===== config.mk =====
export PLATFORM = sky130hd
export DESIGN_NAME = frac_aclk_div
export DESIGN_NICKNAME = d
export VERILOG_FILES = /design/src/rtl/aclk_div_pkg.sv /design/src/rtl/aclk_frac_acc.sv /design/src/rtl/aclk_mclk_fsm.sv /design/src/rtl/aclk_bclk_gen.sv /design/src/rtl/frac_aclk_div.sv
export SDC_FILE = /design/constraint.sdc
export NUM_CORES = 1
export LEC_CHECK = 0
export BUFFER_PORTS_ARGS = -buffer_cell sky130_fd_sc_hd__buf_2
export CAP_MARGIN = 20
export CORE_ASPECT_RATIO = 0.9
export CORE_MARGIN = 1.5
export CORE_UTILIZATION = 51
export DETAILED_ROUTE_END_ITERATION = 10
export PLACE_DENSITY = 0.71
export SETUP_SLACK_MARGIN = 0.15
export SLEW_MARGIN = 10
export SYNTH_ARGS = -nofsm -noshare
export SYNTH_HDL_FRONTEND = slang
export SYNTH_SLANG_ARGS = --single-unit

===== constraint.sdc =====
create_clock -name clk -period 8.7 [get_ports clk]
set_input_delay 1.74 -clock clk [delete_from_list [all_inputs] [get_ports clk]]
set_output_delay 1.74 -clock clk [all_outputs]
set_load 0.01 [all_outputs]

===== src/rtl/aclk_div_pkg.sv =====
package aclk_div_pkg;

    // Master sequencer states
    typedef enum logic [1:0] {
        S_IDLE  = 2'd0,
        S_COUNT = 2'd1,
        S_EXTRA = 2'd2
    } mstate_e;

endpackage


===== src/rtl/aclk_frac_acc.sv =====
// Remainder accumulator: decides whether the current master period is stretched.
module aclk_frac_acc #(
    parameter int FRAC_W = 6
) (
    input  logic              clk,
    input  logic              rst_n,
    input  logic              en,
    input  logic              advance,
    input  logic [FRAC_W-1:0] num,
    input  logic [FRAC_W-1:0] den,
    output logic              stretch
);
    localparam int ACC_W = FRAC_W + 1;

    logic [ACC_W-1:0] acc;
    logic [ACC_W-1:0] sum;
    logic [ACC_W-1:0] den_x;
    logic             frac_ok;

    always_comb begin
        den_x   = {1'b0, den};
        frac_ok = (num != '0) && (num < den);
        sum     = acc + {1'b0, num};
        stretch = frac_ok && (sum >= den_x);
    end

    always_ff @(posedge clk or negedge rst_n) begin
        if (!rst_n) begin
            acc <= '0;
        end else if (!en) begin
            acc <= '0;
        end else if (advance && frac_ok) begin
            acc <= stretch ? (sum - den_x) : sum;
        end
    end
endmodule


===== src/rtl/aclk_mclk_fsm.sv =====
// Master-period sequencer: counts Nc cycles, optionally one extra.
module aclk_mclk_fsm
    import aclk_div_pkg::*;
#(
    parameter int DIV_W = 8
) (
    input  logic             clk,
    input  logic             rst_n,
    input  logic             en,
    input  logic [DIV_W-1:0] div,
    input  logic             stretch,
    output logic             tick
);
    localparam logic [DIV_W-1:0] MIN_DIV = DIV_W'(2);
    localparam logic [DIV_W-1:0] ONE     = DIV_W'(1);

    mstate_e          state, state_n;
    logic [DIV_W-1:0] cnt, cnt_n;
    logic [DIV_W-1:0] div_c;
    logic             at_end;

    assign div_c  = (div < MIN_DIV) ? MIN_DIV : div;
    assign at_end = (cnt == div_c);

    // Next state
    always_comb begin
        state_n = state;
        cnt_n   = cnt;
        unique case (state)
            S_IDLE: begin
                state_n = S_COUNT;
                cnt_n   = ONE;
            end
            S_COUNT: begin
                if (at_end) begin
                    if (stretch) begin
                        state_n = S_EXTRA;
                    end else begin
                        cnt_n = ONE;
                    end
                end else begin
                    cnt_n = cnt + ONE;
                end
            end
            S_EXTRA: begin
                state_n = S_COUNT;
                cnt_n   = ONE;
            end
            default: begin
                state_n = S_IDLE;
                cnt_n   = '0;
            end
        endcase
        if (!en) begin
            state_n = S_IDLE;
            cnt_n   = '0;
        end
    end

    // State register
    always_ff @(posedge clk or negedge rst_n) begin
        if (!rst_n) begin
            state <= S_IDLE;
            cnt   <= '0;
        end else begin
            state <= state_n;
            cnt   <= cnt_n;
        end
    end

    // Outputs
    always_comb begin
        tick = 1'b0;
        unique case (state)
            S_COUNT: tick = at_end && !stretch;
            S_EXTRA: tick = 1'b1;
            default: tick = 1'b0;
        endcase
    end
endmodule


===== src/rtl/aclk_bclk_gen.sv =====
// Bit-clock divider driven by master ticks.
module aclk_bclk_gen #(
    parameter int BDIV_W = 6
) (
    input  logic              clk,
    input  logic              rst_n,
    input  logic              en,
    input  logic              tick,
    input  logic [BDIV_W-1:0] div,
    output logic              bclk_en,
    output logic              bclk_lvl
);
    localparam logic [BDIV_W-1:0] MIN_DIV = BDIV_W'(2);
    localparam logic [BDIV_W-1:0] ONE     = BDIV_W'(1);

    logic [BDIV_W-1:0] bcnt;
    logic [BDIV_W-1:0] div_c;
    logic [BDIV_W-1:0] half;
    logic              wrap;

    assign div_c   = (div < MIN_DIV) ? MIN_DIV : div;
    assign half    = div_c >> 1;
    assign wrap    = (bcnt == div_c - ONE);
    assign bclk_en = tick && wrap;

    always_ff @(posedge clk or negedge rst_n) begin
        if (!rst_n) begin
            bcnt     <= '0;
            bclk_lvl <= 1'b0;
        end else if (!en) begin
            bcnt     <= '0;
            bclk_lvl <= 1'b0;
        end else if (tick) begin
            if (wrap) begin
                bcnt     <= '0;
                bclk_lvl <= 1'b0;
            end else begin
                bcnt <= bcnt + ONE;
                if (bcnt == half - ONE) begin
                    bclk_lvl <= 1'b1;
                end
            end
        end
    end
endmodule


===== src/rtl/frac_aclk_div.sv =====
module frac_aclk_div #(
    parameter int DIV_W  = 8,
    parameter int FRAC_W = 6,
    parameter int BDIV_W = 6
) (
    input  logic              clk,
    input  logic              rst_n,
    input  logic              en,
    input  logic [DIV_W-1:0]  int_div,
    input  logic [FRAC_W-1:0] frac_num,
    input  logic [FRAC_W-1:0] frac_den,
    input  logic [BDIV_W-1:0] bclk_div,
    output logic              mclk_en,
    output logic              bclk_en,
    output logic              bclk_lvl
);
    logic stretch;
    logic tick;

    aclk_frac_acc #(.FRAC_W(FRAC_W)) u_acc (
        .clk     (clk),
        .rst_n   (rst_n),
        .en      (en),
        .advance (tick),
        .num     (frac_num),
        .den     (frac_den),
        .stretch (stretch)
    );

    aclk_mclk_fsm #(.DIV_W(DIV_W)) u_fsm (
        .clk     (clk),
        .rst_n   (rst_n),
        .en      (en),
        .div     (int_div),
        .stretch (stretch),
        .tick    (tick)
    );

    aclk_bclk_gen #(.BDIV_W(BDIV_W)) u_bclk (
        .clk      (clk),
        .rst_n    (rst_n),
        .en       (en),
        .tick     (tick),
        .div      (bclk_div),
        .bclk_en  (bclk_en),
        .bclk_lvl (bclk_lvl)
    );

    assign mclk_en = tick;
endmodule


# --- Yosys cells after proc, flatten, opt, wreduce, memory -nomap -nowiden ---
# Cells that the tools add are included.
# Widths: inputs -> output; s select.
classes:
  magnitude_cmp: 4
  reduce_logical: 11
  mux: 21
  add_sub_neg: 6
  n_eq_ne: 11
op_table:
  columns: ["op", "n"]
  rows:
  - ["$mux 8", 4]
  - ["$mux 6", 4]
  - ["$mux 7", 3]
  - ["$pmux 8 s2", 1]
  - ["$eq 6x6->1", 2]
  - ["$add 8x1->8 const B", 1]
  - ["$eq 8x8->1", 1]
  - ["$lt 8x2->1 const B", 1]
  - ["$add 7x6->7", 1]
  - ["$ge 7x6->1", 1]
  - ["$sub 7x6->7", 1]
  - ["$add 6x1->6 const B", 1]
  - ["$lt 6x2->1 const B", 1]
  - ["$lt 6x6->1", 1]
  - ["$mux 2", 3]
  - ["$reduce_bool 6->1", 1]
  - ["$sub 5x1->6 const B", 1]
  - ["$sub 6x1->6 const B", 1]
  - ["$logic_and 1x1->1", 5]
  - ["$mux 1", 4]
  - ["$ne 2x1->1 const B", 2]
  - ["$ne 4x4->1 const B", 1]
  - ["$pmux 2 s2", 1]
  - ["$reduce_and 2->1", 2]
  - ["other kinds (9)", 9]
word_totals:
  ff_bits: 24
  elab_cells: 58
  output_inout_bits: 3
  inputBits: 29

# --- Logic depth before layout (Yosys ltp) ---
depth:
  depth_word: 9
  ltp_mapped: 15
  depth_no_buf: 14

# --- Cells and area by module ---
# From an unflattened synthesis, not the netlist that was laid out.
hier_totals:
  cells_unflattened: 304
  hier_area_um2: 2741.4
modules_own_cells:
  columns: ["module", "n_inst", "seq_area_each_um2", "area_each_um2", "cells_each"]
  rows:
  - ["aclk_frac_acc", 1, 175.2, 1023.5, 115]
  - ["aclk_mclk_fsm", 1, 250.2, 918.4, 103]
  - ["aclk_bclk_gen", 1, 175.2, 799.5, 86]

# --- Worst setup path before layout ---
# OpenSTA, ideal clock, no wires.
synth_timing:
  path_kind: "input -> output"
  from: "in frac_num[3]"
  to: "out bclk_en"
  path_stages: 11
  setup_slack_ns: 2.737
  arrival_time_ns: 4.223
  t_required_ns: 6.960
  n_path_buf: 0
  cell_sequence: "ha_1 inv_1 or4b_2 o2111ai_1 ha_1 nand2_1 nor2_1 nor2_1 a311o_1 nand2_1 nor2_1"
synth_via:
  elab_chain_cells: 7
  elab_cells_between_ends: 10
  classes_between: "add/sub (1); order compare (2); mux (1); reduce/logical (6)"
synth_lines:
  columns: ["element", "line_no", "text"]
  rows:
  - ["start, declared", "frac_aclk_div.sv:10", "input logic [FRAC_W-1:0] frac_num,"]
  - ["$add 7x6->7 (tied with other cells)", "aclk_frac_acc.sv:23", "sum = acc + {1'b0, num};"]
  - ["$ge 7x6->1 or $logic_and 1x1->1 (tied branches)", "aclk_frac_acc.sv:24, aclk_frac_acc.sv:22", null]
  - ["$logic_and 1x1->1 (*)", "aclk_frac_acc.sv:24", "stretch = frac_ok && (sum >= den_x);"]
  - ["$logic_not 1->1 (*)", "aclk_mclk_fsm.sv:75", "S_COUNT: tick = at_end && !stretch;"]
  - ["$logic_and 1x1->1 (*)", "aclk_mclk_fsm.sv:75", null]
  - ["$pmux 1 s2 (*)", "aclk_mclk_fsm.sv:74", "unique case (state)"]
  - ["$logic_and 1x1->1 (*)", "aclk_bclk_gen.sv:24", "assign bclk_en = tick && wrap;"]
  - ["end, declared", "frac_aclk_div.sv:14", "output logic bclk_en,"]
# Mark *: on every way between the ends. The rest lies on a longest branch, timed or not.

# --- Final worst setup path ---
layout_timing:
  from: "in frac_num[1]"
  to: "out bclk_en"
# The elaborated chain is that of the path after synthesis.

==> summary.txt <==
Clock transition at path regs: 90 ps
startpoint of the tightest hold check path: u_bclk.bclk_lvl
switching share of total power: 33.0%
Die Span Y: 72.6 um
capture point of the worst reg-to-reg path: u_fsm.cnt[4]
placed cell count: 390
buffer levels on the longest clock path: 2
Overall Global Routing Usage: 21.6%
slowest library cell on the worst path: sky130_fd_sc_hd__or4b_2
worst hold path class: reg -> reg
nets: 385
synthesis warning total: 0
number of antenna violations at the first check in global routing: 0
Hold Crit Depth: 1
aggregate routed wire length: 5860 um
Crit path arrival time: 4700 ps
global-route wire length before repair: 10,000 um
min cycle time layout: 6440 ps
Std-Cell Rows: 25
Seq pwr share: 40.8%
first-pass detailed-route iteration total: 4
number of nets with antenna violations after detailed routing: 0
largest vdd supply drop: 0.0960 mV
number of buffers and inverters on the critical path: 2
total count of hold-check failures in the final report: 0
worst endpoint required time: 6960 ps
slew at the pin with the worst max-slew slack: 584 ps
Initial Util: 52.6%
number of failing setup endpoints in the final timing report: 0
detail-routed net length per standard cell: 14.9 um
biggest fanout along the worst timing path: 4
highest cell delay on the worst timing path: 630 ps
vias post-DR: 2,322
element type at the critical path start: input port
net count of the mapped netlist: 356
setup repair after global routing missed its margin: no
TritonCTS Buffers: 3
average instance area after synthesis: 9.18 um2
port bufs: 31
setup slack of the worst register-to-register path: 5230 ps
number of top-level design ports: 32
synthesized cell area: 2750 um2
number of H-tree levels: 1
register bit count reported by yosys: 24
post-route setup TNS: 0 ps
Clock Skew: 2.82 ps
final cell count without fillers: 394
category of cells accounting for the largest share of critical-path delay: simple AND/OR/NAND/NOR gates
detailed placer's ending HPWL: 4680 um
reg-to-reg startpoint: u_acc.acc[1]
die boundary width: 80.3 um
endpoint class of the critical path: output port
area inside the core boundary: 5220 um2
destination of the worst hold path: u_bclk.bclk_lvl
Util after Layout: 57.4%
Slew Limit Headroom: 61.1%
DRC Markers: 0
area enclosed by the die boundary: 5830 um2
CTS tree: done
number of setup buffers added after CTS: 0
# resized after CTS: 0
number of flops mapped to enable cells by yosys: 0
Skew-Pair Late Insertion Delay: 260 ps
portion of the post-synthesis area used by sequential elements: 21.9%
leftover overflow at the end of global routing: 0
Leak Pwr: 1.26 nW
number of clock sinks: 24
ratio of cells with drive above 1 in the final layout: 20.2%
share of the clock period used by the worst path after layout: 74.0%
critical path cell sequence: buf_2 -> ha_1 -> a21o_1 -> a21oi_1 -> or4b_2 -> o2111ai_1 -> ha_1 -> nand2_1 -> nor2_1 -> nor2_1 -> a311o_1 -> nand2_1 -> nor2_1 -> buf_2
Netlist cell types: 64
worst r2r path cells: 12
largest net degree at the start of global routing: 25
Internal: 0.194 mW
vias in the first global route: 2,200
outcome: finished, final reports clean
last weighted congestion value of the routability-driven placer: 0.829
Cells after Synth: 299
DRT iter0 DRCs: 93
P_sw: 0.0954 mW
asr flop ratio synth: 100%
Max Clock Freq: 155 MHz
fraction of power consumed by the clock network: 26.2%
number of diodes: 0
count of final max-slew check failures: 0
total of max-cap violations: 0
Combinational Power Share: 33.0%
top_reg_cell synth: sky130_fd_sc_hd__dfrtp_1
synth-to-layout area growth: 9.21%
CTS Root Buffer Type: sky130_fd_sc_hd__clkbuf_8
vias per std cell: 5.89
hold buffers post-CTS: 0
Crit Path Class: in -> out
Power Density: 96.6 nW/um2
library cell appearing most often on the critical path: sky130_fd_sc_hd__nor2_1
-- synthesized netlist by cell type, types with 6 or more instances --
cell / count / area (um2)
sky130_fd_sc_hd__ha_1: 26 / 325
sky130_fd_sc_hd__a211oi_2: 6 / 75.1
sky130_fd_sc_hd__nand3_1: 12 / 60.1
sky130_fd_sc_hd__a21oi_1: 18 / 90.1
sky130_fd_sc_hd__nand2b_1: 10 / 62.6
sky130_fd_sc_hd__o21ai_0: 7 / 35.0
sky130_fd_sc_hd__dfrtp_1: 24 / 601
sky130_fd_sc_hd__xnor2_1: 26 / 228
sky130_fd_sc_hd__nand2_1: 13 / 48.8
sky130_fd_sc_hd__nor2_1: 17 / 63.8
sky130_fd_sc_hd__inv_1: 22 / 82.6
-- placed cells by master, fill, tap and decap left out, drive strengths merged, types with 9 or more instances in the layout --
cell type and count:
nand2 13, dfrtp 24, buf 31, xnor2 26
inv 22, a21oi 18, nand3 13, a211oi 12
nand2b 10, ha 26, nor2 18, o21ai 9
-- power groups by stage --
stage / registers (mW) / logic, mW / clock network (mW)
2_1_floorplan: 0.119 / 0.0711 / 0
3_3_place_gp: 0.120 / 0.0931 / 0
3_5_place_dp: 0.120 / 0.0948 / 0
4_1_cts: 0.118 / 0.0956 / 0.0788
5_1_grt: 0.118 / 0.106 / 0.0838
6_report: 0.118 / 0.0955 / 0.0760
-- through the flow --
| step | hold slack, ps | power (mW) | instance area [um2] | setup WS, ps |
|---|---|---|---|---|
| floorplan | 502 | 0.190 | 2750 | 2740 |
| global placement | 533 | 0.213 | 2940 | 2430 |
| detailed placement | 535 | 0.215 | 2940 | 2320 |
| CTS | 555 | 0.292 | 3000 | 2290 |
| global route | 579 | 0.308 | 3000 | 2090 |
| finish | 556 | 0.289 | 3000 | 2260 |
-- per-layer routing --
metal,up-vias,wire [um],track usage (%)
li1,1171,-,-
met1,1102,2920,31.3
met5,-,0,0
met2,47,2690,35.1
met3,2,242,3.00
met4,0,17,3.07
-- sequential cells by signal (all words and copies together) (netlist names) --
| name | count |
|---|---|
| u_acc.acc | 7 |
| u_fsm.state | 2 |
| u_bclk.bcnt | 6 |
| u_fsm.cnt | 8 |
| u_bclk.bclk_lvl | 1 |
-- worst max path at each step --
stage / cells after the start / slack [ps] / to / startpoint
finish: 14 / 2260 / bclk_en / frac_num[1]
CTS: 14 / 2290 / bclk_en / frac_num[1]
global placement: 14 / 2430 / bclk_en / frac_num[1]
global route: 14 / 2090 / bclk_en / frac_num[1]
detailed placement: 14 / 2320 / bclk_en / frac_num[1]
floorplan: 11 / 2740 / bclk_en / frac_num[3]
-- kinds of logic (layout without fill, tap and decap cells) --
group,Yosys count,count (layout),share of synthesized area [%]
XOR/XNOR,30,30,9.57
AND/OR/NAND/NOR,94,94,19.4
AO/OA/AOI/OAI,87,87,28.7
buffers and inverters,29,57,4.51
flip-flops,24,24,21.9
multiplexers,7,7,2.64
adder cells (fa/ha/maj),28,28,13.3
-- layout make-up --
type	instances	area, um2
timing repair buffer	31	155
inverter	22	82.6
fill	465	2230
sequential	24	601
clock buffer	4	55.1
tap	67	83.8
multi-input combinational	246	2020
Power figures use the tool's default switching activity.
